$ cat src/rtl/stpoll_pkg.sv
// Shared types for the SPI status polling engine.
// Assumes: status byte bit 0 busy, bit 2 violation, bit 3 transfer error.
package stpoll_pkg;
    localparam logic [7:0] OPC_STATUS = 8'h00;
    localparam int ST_BUSY = 0;
    localparam int ST_VIOL = 2;
    localparam int ST_XERR = 3;

    typedef enum logic [1:0] {
        RES_OK    = 2'd0,
        RES_IOERR = 2'd1,
        RES_TMO   = 2'd2
    } poll_res_e;

    typedef enum logic [1:0] {
        V_PASS  = 2'd0,
        V_FAIL  = 2'd1,
        V_AGAIN = 2'd2,
        V_TMO   = 2'd3
    } verdict_e;

    typedef enum logic [1:0] {
        C_IDLE = 2'd0,
        C_GAP  = 2'd1,
        C_XFER = 2'd2
    } ctrl_st_e;
endpackage

$ cat src/rtl/stpoll_shifter.sv
// One-byte SPI mode-0 shifter. Holds chip-select low for a single byte.
// Assumes: go_i only arrives while idle; HALF system clocks per SCLK half period.
module stpoll_shifter #(
    parameter int HALF = 2
) (
    input  logic       clk,
    input  logic       rst_n,
    input  logic       go_i,
    input  logic [7:0] tx_i,
    input  logic       miso_i,
    output logic       done_o,
    output logic [7:0] rx_o,
    output logic       sclk_o,
    output logic       cs_n_o,
    output logic       mosi_o
);
    localparam int DW = (HALF > 1) ? $clog2(HALF) : 1;
    localparam logic [DW-1:0] DIV_LAST = DW'(HALF - 1);

    logic          act_q;
    logic [DW-1:0] div_q;
    logic [2:0]    bit_q;
    logic [7:0]    tx_q;
    logic [7:0]    rx_q;
    logic          sclk_q;
    logic          done_q;

    // Byte shift sequencing: sample on rising SCLK, advance on falling SCLK.
    always_ff @(posedge clk) begin
        if (!rst_n) begin
            act_q  <= 1'b0;
            div_q  <= '0;
            bit_q  <= '0;
            tx_q   <= '0;
            rx_q   <= '0;
            sclk_q <= 1'b0;
            done_q <= 1'b0;
        end else begin
            done_q <= 1'b0;
            if (!act_q) begin
                if (go_i) begin
                    act_q  <= 1'b1;
                    tx_q   <= tx_i;
                    bit_q  <= '0;
                    div_q  <= '0;
                    sclk_q <= 1'b0;
                end
            end else if (div_q != DIV_LAST) begin
                div_q <= div_q + 1'b1;
            end else begin
                div_q <= '0;
                if (!sclk_q) begin
                    sclk_q <= 1'b1;
                    rx_q   <= {rx_q[6:0], miso_i};
                end else begin
                    sclk_q <= 1'b0;
                    if (bit_q == 3'd7) begin
                        act_q  <= 1'b0;
                        done_q <= 1'b1;
                    end else begin
                        bit_q <= bit_q + 1'b1;
                        tx_q  <= {tx_q[6:0], 1'b0};
                    end
                end
            end
        end
    end

    assign done_o = done_q;
    assign rx_o   = rx_q;
    assign sclk_o = sclk_q;
    assign cs_n_o = ~act_q;
    assign mosi_o = act_q & tx_q[7];

    p_sclk_idle_low_r1: assert property (@(posedge clk) disable iff (!rst_n)
        cs_n_o |-> !sclk_o) else $error("sclk high while deselected");
    p_done_deselect_r1: assert property (@(posedge clk) disable iff (!rst_n)
        done_o |-> cs_n_o) else $error("done while selected");
endmodule

$ cat src/rtl/stpoll_judge.sv
// Decides what to do with one status sample: pass, fail, retry or time out.
// Assumes: error bits outrank busy; last_i marks the final permitted sample.
module stpoll_judge (
    input  logic [7:0]          sample_i,
    input  logic [7:0]          mask_i,
    input  logic                last_i,
    output stpoll_pkg::verdict_e verdict_o
);
    import stpoll_pkg::*;

    logic err_w;
    logic idle_ok_w;

    // Classify the sample by error, busy and mask match.
    always_comb begin
        err_w     = sample_i[ST_VIOL] | sample_i[ST_XERR];
        idle_ok_w = !sample_i[ST_BUSY] && ((mask_i == 8'h00) || ((sample_i & mask_i) != 8'h00));
        if (err_w)          verdict_o = V_FAIL;
        else if (idle_ok_w) verdict_o = V_PASS;
        else if (last_i)    verdict_o = V_TMO;
        else                verdict_o = V_AGAIN;
    end
endmodule

$ cat src/rtl/stpoll_ctrl.sv
// Poll sequencer: chip-select gap, paired transactions, retry counting, result.
// Assumes: shifter pulses sh_done_i once per go_o; verdict_i judges sh_rx_i.
module stpoll_ctrl #(
    parameter int HALF      = 2,
    parameter int MAX_TRIES = 10000,
    parameter int CS_GAP    = 2
) (
    input  logic                 clk,
    input  logic                 rst_n,
    input  logic                 start_i,
    input  logic [7:0]           mask_i,
    input  logic                 sh_done_i,
    input  logic [7:0]           sh_rx_i,
    input  logic                 cs_n_i,
    input  stpoll_pkg::verdict_e verdict_i,
    output logic [7:0]           mask_o,
    output logic                 last_o,
    output logic                 go_o,
    output logic                 done_o,
    output logic [1:0]           res_o,
    output logic [7:0]           status_o
);
    import stpoll_pkg::*;

    localparam int GAP_CYC = CS_GAP * 2 * HALF;
    localparam int GW      = $clog2(GAP_CYC + 1);
    localparam int TW      = $clog2(MAX_TRIES + 1);
    localparam logic [GW-1:0] GAP_LAST  = GW'(GAP_CYC - 1);
    localparam logic [TW-1:0] TRY_LAST  = TW'(MAX_TRIES - 1);

    ctrl_st_e      st_q;
    logic [GW-1:0] gap_q;
    logic [TW-1:0] tries_q;
    logic          second_q;
    logic [7:0]    mask_q;
    logic          go_q;
    logic          done_q;
    poll_res_e     res_q;
    logic [7:0]    stat_q;
    logic [GW-1:0] hi_q;

    // Main poll state machine.
    always_ff @(posedge clk) begin
        if (!rst_n) begin
            st_q     <= C_IDLE;
            gap_q    <= '0;
            tries_q  <= '0;
            second_q <= 1'b0;
            mask_q   <= '0;
            go_q     <= 1'b0;
            done_q   <= 1'b0;
            res_q    <= RES_OK;
            stat_q   <= '0;
        end else begin
            go_q   <= 1'b0;
            done_q <= 1'b0;
            case (st_q)
                C_IDLE: if (start_i) begin
                    mask_q   <= mask_i;
                    tries_q  <= '0;
                    second_q <= 1'b0;
                    gap_q    <= '0;
                    st_q     <= C_GAP;
                end
                C_GAP: if (gap_q == GAP_LAST) begin
                    go_q <= 1'b1;
                    st_q <= C_XFER;
                end else begin
                    gap_q <= gap_q + 1'b1;
                end
                C_XFER: if (sh_done_i) begin
                    gap_q <= '0;
                    if (!second_q) begin
                        second_q <= 1'b1;
                        st_q     <= C_GAP;
                    end else if (verdict_i == V_AGAIN) begin
                        second_q <= 1'b0;
                        tries_q  <= tries_q + 1'b1;
                        st_q     <= C_GAP;
                    end else begin
                        done_q <= 1'b1;
                        stat_q <= sh_rx_i;
                        st_q   <= C_IDLE;
                        case (verdict_i)
                            V_PASS:  res_q <= RES_OK;
                            V_FAIL:  res_q <= RES_IOERR;
                            default: res_q <= RES_TMO;
                        endcase
                    end
                end
                default: st_q <= C_IDLE;
            endcase
        end
    end

    // Saturating count of cycles with chip-select high, for the gap check.
    always_ff @(posedge clk) begin
        if (!rst_n)                   hi_q <= '0;
        else if (!cs_n_i)             hi_q <= '0;
        else if (hi_q != GW'(GAP_CYC)) hi_q <= hi_q + 1'b1;
    end

    assign mask_o   = mask_q;
    assign last_o   = (tries_q == TRY_LAST);
    assign go_o     = go_q;
    assign done_o   = done_q;
    assign res_o    = res_q;
    assign status_o = stat_q;

    p_cs_gap_r3: assert property (@(posedge clk) disable iff (!rst_n)
        $fell(cs_n_i) |-> (hi_q >= GW'(GAP_CYC))) else $error("chip-select gap too short");
    p_done_pulse_r9: assert property (@(posedge clk) disable iff (!rst_n)
        done_o |=> !done_o) else $error("done wider than one cycle");
    p_mask_hold_r10: assert property (@(posedge clk) disable iff (!rst_n)
        (st_q != C_IDLE) |=> $stable(mask_q)) else $error("mask changed mid-poll");
    p_try_bound_r8: assert property (@(posedge clk) disable iff (!rst_n)
        tries_q < TW'(MAX_TRIES)) else $error("retry count past limit");
    p_err_result_r4: assert property (@(posedge clk) disable iff (!rst_n)
        (done_o && (status_o[ST_VIOL] || status_o[ST_XERR])) |-> (res_o == RES_IOERR))
        else $error("error bit without I/O error result");
    p_go_idle_r1: assert property (@(posedge clk) disable iff (!rst_n)
        go_o |-> cs_n_i) else $error("go while selected");
endmodule

$ cat src/rtl/stpoll_top.sv
// SPI status polling engine top: sequencer, sample judge and mode-0 shifter.
// Assumes: HALF >= 1, MAX_TRIES >= 1, CS_GAP >= 1.
module stpoll_top #(
    parameter int HALF      = 2,
    parameter int MAX_TRIES = 10000,
    parameter int CS_GAP    = 2
) (
    input  logic       clk,
    input  logic       rst_n,
    input  logic       start_i,
    input  logic [7:0] mask_i,
    output logic       done_o,
    output logic [1:0] res_o,
    output logic [7:0] status_o,
    output logic       sclk_o,
    output logic       cs_n_o,
    output logic       mosi_o,
    input  logic       miso_i
);
    import stpoll_pkg::*;

    logic       go_w;
    logic       sh_done_w;
    logic [7:0] rx_w;
    logic [7:0] mask_w;
    logic       last_w;
    logic       cs_n_w;
    verdict_e   verdict_w;

    stpoll_ctrl #(.HALF(HALF), .MAX_TRIES(MAX_TRIES), .CS_GAP(CS_GAP)) u_ctrl (
        .clk(clk), .rst_n(rst_n), .start_i(start_i), .mask_i(mask_i),
        .sh_done_i(sh_done_w), .sh_rx_i(rx_w), .cs_n_i(cs_n_w),
        .verdict_i(verdict_w), .mask_o(mask_w), .last_o(last_w), .go_o(go_w),
        .done_o(done_o), .res_o(res_o), .status_o(status_o)
    );

    stpoll_judge u_judge (
        .sample_i(rx_w), .mask_i(mask_w), .last_i(last_w), .verdict_o(verdict_w)
    );

    stpoll_shifter #(.HALF(HALF)) u_shift (
        .clk(clk), .rst_n(rst_n), .go_i(go_w), .tx_i(OPC_STATUS), .miso_i(miso_i),
        .done_o(sh_done_w), .rx_o(rx_w), .sclk_o(sclk_o), .cs_n_o(cs_n_w), .mosi_o(mosi_o)
    );

    assign cs_n_o = cs_n_w;
endmodule

$ cat config.mk
export PLATFORM = sky130hd
export DESIGN_NAME = stpoll_top
export DESIGN_NICKNAME = d
export VERILOG_FILES = /design/src/rtl/stpoll_pkg.sv /design/src/rtl/stpoll_shifter.sv /design/src/rtl/stpoll_judge.sv /design/src/rtl/stpoll_ctrl.sv /design/src/rtl/stpoll_top.sv
export SDC_FILE = /design/constraint.sdc
export NUM_CORES = 1
export LEC_CHECK = 0
export BUFFER_PORTS_ARGS = -buffer_cell sky130_fd_sc_hd__buf_4
export CAP_MARGIN = 20
export CORE_UTILIZATION = 30
export CTS_BUF_LIST = sky130_fd_sc_hd__clkbuf_4
export CTS_CLUSTER_DIAMETER = 50
export DETAILED_ROUTE_END_ITERATION = 10
export SLEW_MARGIN = 20
export SYNTH_ARGS = -nofsm -noshare
export SYNTH_HDL_FRONTEND = slang
export SYNTH_SLANG_ARGS = --single-unit
$ cat constraint.sdc
create_clock -name clk -period 2.1 [get_ports clk]
set_clock_uncertainty 0.05 [all_clocks]
set_input_delay 0.105 -clock clk [delete_from_list [all_inputs] [get_ports clk]]
set_output_delay 0.105 -clock clk [all_outputs]
set_load 0.01 [all_outputs]
-- After elaboration in Yosys (flattened, before gate mapping)
Index checks and enable logic that the tools add are counted.
- output and inout port bits: 14
- register bits: 64
- word-level logic and storage cells: 111
- bits of input ports: 12
- equality and inequality tests: 16
- bitwise operators: 6
- mux-type cells: 47
- reduce and logical (&&, ||, !) cells: 22
- $add $sub $neg: 4
- operators with widths (operator ; number):
    14-bit two-way mux ; 4
    8-bit two-way mux ; 5
    14-bit one-hot mux with 2 select lines ; 1
    4-bit AND reduction ; 5
    1-bit two-way mux ; 19
    3-bit two-way mux ; 5
    14-bit by 1-bit adder with 14-bit output (second input constant) ; 1
    14-bit equality test (second input constant) ; 1
    2-bit two-way mux ; 6
    4-bit two-way mux ; 3
    4-bit one-hot mux with 3 select lines ; 1
    2-bit inequality test (second input constant) ; 5
    3-bit AND reduction ; 3
    8-bit bitwise AND ; 1
    8-bit logical NOT ; 1
    2-bit by 1-bit inequality test with 1-bit output (second input constant) ; 4
    8-bit nonzero test ; 1
    2-bit one-hot mux with 3 select lines ; 1
    2-bit AND reduction ; 3
    5-bit AND reduction ; 1
    4-bit by 1-bit adder with 4-bit output (second input constant) ; 1
    2-bit by 1-bit equality test with 1-bit output (second input constant) ; 2
    2-bit equality test (second input constant) ; 2
    4-bit by 3-bit equality test with 1-bit output (second input constant) ; 1
    other kinds (14) ; 18

-- Longest topological paths before layout
Gate-level depths: netlist of the first run.
- word-level depth: 11
- depth in mapped cells: 7
- gate-level depth less buffers: 6

-- Modules after synthesis
A second synthesis of the first run with hierarchy kept.
- cell total of the unflattened synthesis: 306
- area, all modules: 2997.9 µm²
- modules (own cells, without submodules) (module ; area each (µm²) ; times used ; cells an instance ; seq. area each (µm²)):
    stpoll_ctrl ; 1883.1 ; 1 ; 197 ; 820.8
    stpoll_shifter ; 1023.5 ; 1 ; 96 ; 460.4
    stpoll_judge ; 87.6 ; 1 ; 12 ; 0.0
    stpoll_top ; 3.8 ; 1 ; 1 ; 0.0

-- Worst setup path before layout of the first run
No wires, ideal clock.
- path kind: register to register
- start: register u_ctrl.tries_q[0]
- end: register u_ctrl.tries_q[5]
- cell stages (with the launch flop): 8
- period minus slack after synthesis: 1.914 ns
- path buffers: 1
- setup slack: 0.186 ns
- required time: 1.980 ns
- library setup time: 0.070 ns
- arrival time: 1.794 ns
- path through: dfxtp_1 > ha_1 > and3_2 > nand4_1 > clkbuf_8 > o21ai_2 > or4_1 > a21oi_1
- word-level cells in the longest chain between the ends: 7
- elaborated cells between the ends (all ways): 12
- classes of those cells: add/sub (1); eq/ne (3); mux (7); reduce/logical (1)
- RTL lines (item ; RTL line ; text):
    start: declaration ; stpoll_ctrl.sv:33 ; logic [TW-1:0] tries_q;
    start signal: assignment ; stpoll_ctrl.sv:78 ; tries_q <= tries_q + 1'b1;
    parallel branches: the longest is 7 deep, another holds 14-bit by 1-bit adder with 14-bit output ; n/a ;
Several ways; the timed one is not identified. The select of a mux whose other input is x is not followed.
A chain may end at the register's enable or synchronous reset.

-- Worst setup path after layout of the first run
- start: register u_ctrl.mask_q[2], in the netlist u_ctrl.mask_o[2]
- end: register u_ctrl.tries_q[4]
- word-level cells in the longest chain between the ends: 9
- elaborated cells between the ends (all ways): 10
- classes of those cells: eq/ne (2); mux (2); bitwise (1); reduce/logical (5)
- RTL lines (item ; RTL line ; text):
    start: declaration ; stpoll_ctrl.sv:35 ; logic [7:0] mask_q;
    start signal: assignment ; stpoll_ctrl.sv:59 ; mask_q <= mask_i;
    8-bit bitwise AND ; stpoll_judge.sv:17 ; idle_ok_w = !sample_i[ST_BUSY] && ((mask_i == 8'h00) || ((sample_i & mask_i) != 8'h00));
    8-bit nonzero test ; stpoll_judge.sv:17 ;
    1-bit logical OR * ; stpoll_judge.sv:17 ;
    1-bit logical AND * ; stpoll_judge.sv:17 ;
    2-bit two-way mux * ; stpoll_judge.sv:19 ; else if (idle_ok_w) verdict_o = V_PASS;
    2-bit two-way mux * ; stpoll_judge.sv:18 ; if (err_w) verdict_o = V_FAIL;
    2-bit equality test * ; stpoll_ctrl.sv:76 ; end else if (verdict_i == V_AGAIN) begin
    2-bit by 1-bit inequality test with 1-bit output (no line) * ; n/a ;
    5-bit AND reduction (no line) * ; n/a ;
Mark *: on every way between the ends. The rest lies on a longest branch, timed or not.

==> flow_summary.yaml, run 1 <==
synth:
  ys_ff_latch: 56
  yosys.area_share.adder_pct: 1.766
  ys_async_sr_fraction_pct: 0
  synth_area_leaders: "dfxtp_1, nand2_1, a21oi_1"
  synth_edf_count: 0
  syn_inst: 323
  synthXorXnorAreaFrac_pct: 0
  synth_top_family_by_area: "simple AND/OR/NAND/NOR gates"
  synth_area_leader_cell: "dfxtp_1"
  syn_area_um2: 2834
  muxShareOfSynthArea_pct: 3.532
  ys_seq_area_share_pct: 39.56
  yosysTopAreaCellShare_pct: 39.56
  postSynthAreaPerCell_um2: 8.774
  ys.warnings.count: 0
  synth.distinct_cells: 58
  yosys_most_used_dff: "dfxtp_1"
  syn_nets: 339
  synth_compound_gate_area_share_pct: 21.63
  yosys.area_share.simple_pct: 27.95
timing:
  period_share_pct: 98.25
  rsz0062_at_grt: "true"
  fin_ws_ps: 36.74
  fin_crit_ps: 2063
  finalSetupViolCount: 0
  drv_slew: 0
  clock.fmax_ghz: 0.4847
  maxSlewHeadroom_pct: 51.22
  hold_viol_final: 0
  tightest_slew_ps: 727.7
clock_network:
  cts_max_level: 2
  root_buffer: "clkbuf_4"
  clk_pin_slew_ps: 170
  tritoncts: "done"
  worst_skew_pair.late_latency_ps: 390
  cts_buffers: 5
  clk_path_buf_depth: 2
  clock_sinks: 56
final_layout:
  nets: 386
  area_delta_synth_final_pct: 20.84
  antennaDiodeCount: 0
  final_util_pct: 37.24
  fillerInstances: 958
  drive_gt1_share_pct: 20.22
die:
  fp.dieW_um: 99.20
  die_area_um2: 9840
  rows: 35
  dieHeight_um: 99.20
  pin_count: 26
  core_um2: 9196
  start_util_pct: 30.82
job:
  drv_cap: 0
placement:
  dp_hpwl_mm: 4.885
  finalWeightedCongestion: 0.8547
  post-place-ws_ps: 45.94
  io_buffers: 24
route:
  dr.pass1.iters: 4
  wl_per_cell_um: 14.47
  vias: 2564
  wirelength_mm: 6.974
  postRouteAntennaNets: 0
  first_iter_violations: 71
  drc: 0
  drt-vias-per-instance: 5.320
outcome:
  outcome: "complete, no violations"
global_route:
  grt_max_degree: 41
  grt_use_total_pct: 15.03
  antenna_found_initial: 0
  gr-total-overflow: 0
  grt_pass1_vias: 2530
  grt_pass1_wl_mm: 12.12
worst_setup_path:
  max_stage_delay_ps: 540
  worstSetupStartpointType: "register"
  worstPathArrival_ps: 2340
  crit_path_max_fanout: 17
  path_cells: "a22oi_1 > nand2_2 > o41a_4 > buf_4 > or4_1 > nand2_1"
  cpMaxStageDelayCell: "o41a_4"
  criticalPathCategory: "reg2reg"
  required_ps: 2380
  endpoint_kind: "register"
min_path:
  holdCritPathClass: "in2reg"
pwr:
  leakagePower_nw: 1.393
  ir_worst_vdd_uv: 240.2
  power_density_nw_per_um2: 527.7
-- worst max-delay path, delay by kind of cell, from the launching register on --
family / cells / cell delay (ps)
AND/OR/NAND/NOR: 3 / 670
buffers and inverters: 1 / 170
flip-flops: 1 / 360
AO/OA/AOI/OAI: 2 / 760
-- stage by stage --
step           cell area (um^2)  power, mW  instances  hold WS, ps  TNS (ps)
6_report                   3425      1.807        482        176.5         0
5_1_grt                    3425      1.905        482        245.2    -474.4
4_1_cts                    3393      1.817        481        181.8         0
3_5_place_dp               3191      1.313        459        331.6         0
3_3_place_gp               3191      1.310        459        333.1         0
2_1_floorplan              2834      1.246        323        199.9         0
-- state kept, by name, summed over array words and instances (netlist names) --
name	count
u_ctrl.go_o	1
u_shift.rx_o	8
u_ctrl.gap_q	4
u_ctrl.mask_o	8
u_shift.sclk_o	1
u_ctrl.st_q	2
u_shift.done_o	1
u_ctrl.second_q	1
u_ctrl.tries_q	14
u_shift.act_q	1
u_ctrl.res_o	2
u_shift.bit_q	3
u_ctrl.done_o	1
u_ctrl.status_o	8
u_shift.div_q	1
-- cells in the final DEF, fill, tap and decap left out, types with 2 or more instances in the layout --
cell type       n
dfxtp_1        55
nand2b_1        8
o21ai_0        14
and3_1         11
and3_2          2
inv_1          11
nor2b_1        15
mux2i_1        10
a21boi_0       12
clkbuf_4        5
nand2_1        26
nor2_1         13
or4_1           9
and2_1          2
nor3_1          3
nand4_1        11
o21ai_1         2
nor4b_1         3
a21oi_1        19
nand3_1        17
a31oi_1         2
ha_1            4
and4_1          3
o31ai_1         9
a21o_1          2
buf_4          45
dlygate4sd3_1  14
nand2_2         2
a22oi_1         3
a32oi_1         5
-- report_power, final --
group | internal [mW] | switching [mW] | total (mW)
clock | 0.134 | 0.356 | 0.490
sequential | 1.08 | 0.0129 | 1.09
combinational | 0.101 | 0.124 | 0.225
total | 1.31 | 0.493 | 1.81
-- repair_timing --
item                                   4_1_cts  5_1_grt
gates resized for setup                      1        4
endpoints found under the hold margin       10        0
setup buffers                                0        1
pin swaps                                    0        1
hold buffers                                14        0
setup endpoints to repair                    2       13
-- Yosys cell counts, types with 2 or more instances --
cell type and n:
a21boi_0 12, a21oi_1 20, nor3_1 4, a21o_1 2, dfxtp_1 56, o31ai_1 9, o21ai_1 2, a22oi_1 3
clkbuf_8 3, nand4_1 11, nor4b_1 3, ha_1 4, o21ai_0 14, a32oi_1 5, nor2_1 13, mux2i_1 10
inv_1 11, o21ai_2 2, nand3_1 17, nor2b_1 15, and2_1 2, and3_1 11, nand2b_1 8, a31oi_1 2
nand2_1 27, and4_1 3, or4_1 9, and3_2 2, clkbuf_1 14
-- cells by family (layout without fill, tap and decap cells) --
family          after synthesis  after routing
fa+ha+maj                     4              4
compound gates               85             85
simple gates                137            137
mux                          10             10
other cells                   1              1
buf+inv                      30             78
flops                        56             56
-- path summary, 6_finish.rpt --
| kind | cells past startpoint | from | slack, ps | to |
|---|---|---|---|---|
| setup / recovery | 6 | u_ctrl.mask_o[2]$_SDFFE_PN0P_ | 40 | u_ctrl.tries_q[4]$_SDFFE_PN0P_ |
| hold / removal | 5 | start_i | 180 | u_ctrl.gap_q[2]$_SDFFE_PN0P_ |
| setup reg to reg | 6 | u_ctrl.mask_o[2]$_SDFFE_PN0P_ | 40 | u_ctrl.tries_q[4]$_SDFFE_PN0P_ |
| hold reg to reg | 2 | u_ctrl.tries_q[9]$_SDFFE_PN0P_ | 440 | u_ctrl.tries_q[9]$_SDFFE_PN0P_ |
-- routing by layer --
layer / track usage (%) / vias to the layer above / wire, um
li1: - / 1284 / -
met1: 19.52 / 1226 / 3349
met2: 25.93 / 46 / 3348
met3: 2.389 / 8 / 185
met4: 4.072 / 0 / 90
met5: 0 / - / 0
-- layout make-up --
class | instances | area [um^2] | share of cell area [%]
multi-input cells | 237 | 1585 | 46.29
flip-flops and latches | 56 | 1122 | 32.77
repair buffers | 59 | 478.0 | 13.96
well taps | 111 | 138.9 | 4.056
inverters | 11 | 41.29 | 1.206
clock buffers | 5 | 37.54 | 1.096
clock inverters | 3 | 21.27 | 0.6211
Power figures use the tool's default switching activity.
==> inputs of run 2 (changes only) <==
--- a/config.mk
+++ b/config.mk
@@ -6,7 +6,7 @@
 export NUM_CORES = 1
 export LEC_CHECK = 0
 export BUFFER_PORTS_ARGS = -buffer_cell sky130_fd_sc_hd__buf_4
-export CAP_MARGIN = 20
+export CAP_MARGIN = 5
 export CORE_UTILIZATION = 30
 export CTS_BUF_LIST = sky130_fd_sc_hd__clkbuf_4
 export CTS_CLUSTER_DIAMETER = 50
==> constraint.sdc (replaced) <==
create_clock -name clk -period 2.37 [get_ports clk]
set_clock_uncertainty 0.05 [all_clocks]
set_input_delay 0.1185 -clock clk [delete_from_list [all_inputs] [get_ports clk]]
set_output_delay 0.1185 -clock clk [all_outputs]
set_load 0.01 [all_outputs]
==> flow_summary.yaml, run 2 (synthesized netlist as in run 1, its figures left out) <==
worst_setup_path:
  crit_path_max_fanout: 18
  r2r_cells: 5
  worstPathArrival_ps: 2390
  required_ps: 2650
  r2r-start: "u_shift.rx_o[2]$_SDFFE_PN0P_"
  endpoint_kind: "register"
  worstSetupStartpointType: "register"
  rrSetupSlack_ps: 260
  reg2reg_to: "u_ctrl.tries_q[8]$_SDFFE_PN0P_"
  criticalPathCategory: "reg2reg"
placement:
  io_buffers: 24
  post-place-ws_ps: 302.4
  dp_hpwl_mm: 4.754
  finalWeightedCongestion: 0.7630
route:
  first_iter_violations: 138
  drt-vias-per-instance: 5.368
  postRouteAntennaNets: 0
  wirelength_mm: 6.765
  wl_per_cell_um: 14.55
  drc: 0
  dr.pass1.iters: 4
  vias: 2496
final_layout:
  final_common_cell: "dfxtp_1"
  final_cell_mix: "dfxtp_1, buf_4, nand2_1, a21oi_1, nand3_1"
  antennaDiodeCount: 0
  multi_input_area_um2: 1559
  drive_gt1_share_pct: 16.38
  nets: 369
  largest_reg_flops: 14
  seqCellArea_um2: 1121
  regMostFlops: "u_ctrl.tries_q"
  area_delta_synth_final_pct: 15.85
  fillerInstances: 975
timing:
  clock.fmax_ghz: 0.4747
  hold_viol_final: 0
  drv_slew: 0
  finalSetupViolCount: 0
  fin_ws_ps: 263.5
  rsz0062_at_grt: "false"
  fin_hold_ws_ps: 60.06
  period_share_pct: 88.88
  fin_crit_ps: 2106
  maxSlewHeadroom_pct: 39.00
  finalSetupTns_ps: 0
  tightest_slew_ps: 908.0
die:
  start_util_pct: 30.82
  core_um2: 9196
  pin_count: 26
  die_area_um2: 9840
  fp.dieW_um: 99.20
  rows: 35
  dieHeight_um: 99.20
pwr:
  leakagePower_nw: 1.310
  power_density_nw_per_um2: 516.3
  ir_worst_vdd_uv: 207.4
clock_network:
  root_buffer: "clkbuf_4"
  tritoncts: "done"
  cts_resized: 0
  worst_skew_pair.late_latency_ps: 380
  clk_path_buf_depth: 2
  clock_sinks: 56
  cts_setup_buffers: 0
  clk_pin_slew_ps: 170
  cts_buffers: 5
  cts_max_level: 2
global_route:
  grt_max_degree: 31
  antenna_found_initial: 0
  gr-total-overflow: 0
  grt_use_total_pct: 14.34
  grt_pass1_wl_mm: 11.43
  grt_pass1_vias: 2375
min_path:
  hold_end: "u_shift.act_q$_SDFF_PN0_"
  worstHoldStart: "rst_n"
  holdCritPathClass: "in2reg"
  hold_depth: 3
job:
  drv_cap: 0
outcome:
  outcome: "complete, no violations"
## run 2: through the flow
step / util [%] / power [mW] / area (um^2) / cells
floorplan: - / 1.104 / 2834 / 323
global placement: 33.80 / 1.153 / 3108 / 448
detailed placement: 33.80 / 1.157 / 3108 / 448
CTS: 35.70 / 1.721 / 3283 / 465
global route: 35.70 / 1.778 / 3283 / 465
finish: 35.70 / 1.695 / 3283 / 465
## run 2: what timing repair did
action                                  4_1_cts  5_1_grt
hold endpoints to repair                      9        0
hold buffers                                  9        0
endpoints found under the setup margin        0        0
## run 2: cell type report
type                    count  area share, %
flip-flops and latches     56          34.15
well taps                 111          4.230
clock inverters             3          1.448
multi-input cells         237          47.48
clock buffers               5          1.143
repair buffers             42          10.29
inverters                  11          1.258
## run 2: power breakdown
part	internal, mW	switching, mW	total, mW
clock network	0.226	0.320	0.547
logic	0.0773	0.102	0.179
registers	0.956	0.0126	0.969
## run 2: worst max-delay path, cell delays in order (launching register included)
cell	delay [ps]
dfxtp_1	430
a22oi_1	200
nand2_1	140
o41a_4	550
or4_1	540
a21oi_1	150
## run 2: metal layers
metal	GRT usage [%]	vias up	part of all wire, %
met2	24.74	29	48
met5	0	-	0
met1	18.69	1204	48
met4	3.846	0	1.2
li1	-	1257	-
met3	2.178	6	2.5
## run 2: worst max path at each step
stage                                   start                             end  slack (ps)  cells past startpoint
2_1_floorplan  u_ctrl.tries_q[0]$_SDFFE_PN0P_  u_ctrl.tries_q[5]$_SDFFE_PN0P_         460                      7
3_3_place_gp     u_shift.rx_o[0]$_SDFFE_PN0P_  u_ctrl.tries_q[3]$_SDFFE_PN0P_         330                      5
3_5_place_dp     u_shift.rx_o[0]$_SDFFE_PN0P_  u_ctrl.tries_q[3]$_SDFFE_PN0P_         300                      5
4_1_cts          u_shift.rx_o[0]$_SDFFE_PN0P_  u_ctrl.tries_q[3]$_SDFFE_PN0P_         250                      5
5_1_grt        u_ctrl.tries_q[0]$_SDFFE_PN0P_  u_ctrl.tries_q[1]$_SDFFE_PN0P_          90                      6
6_report         u_shift.rx_o[2]$_SDFFE_PN0P_  u_ctrl.tries_q[8]$_SDFFE_PN0P_         260                      5
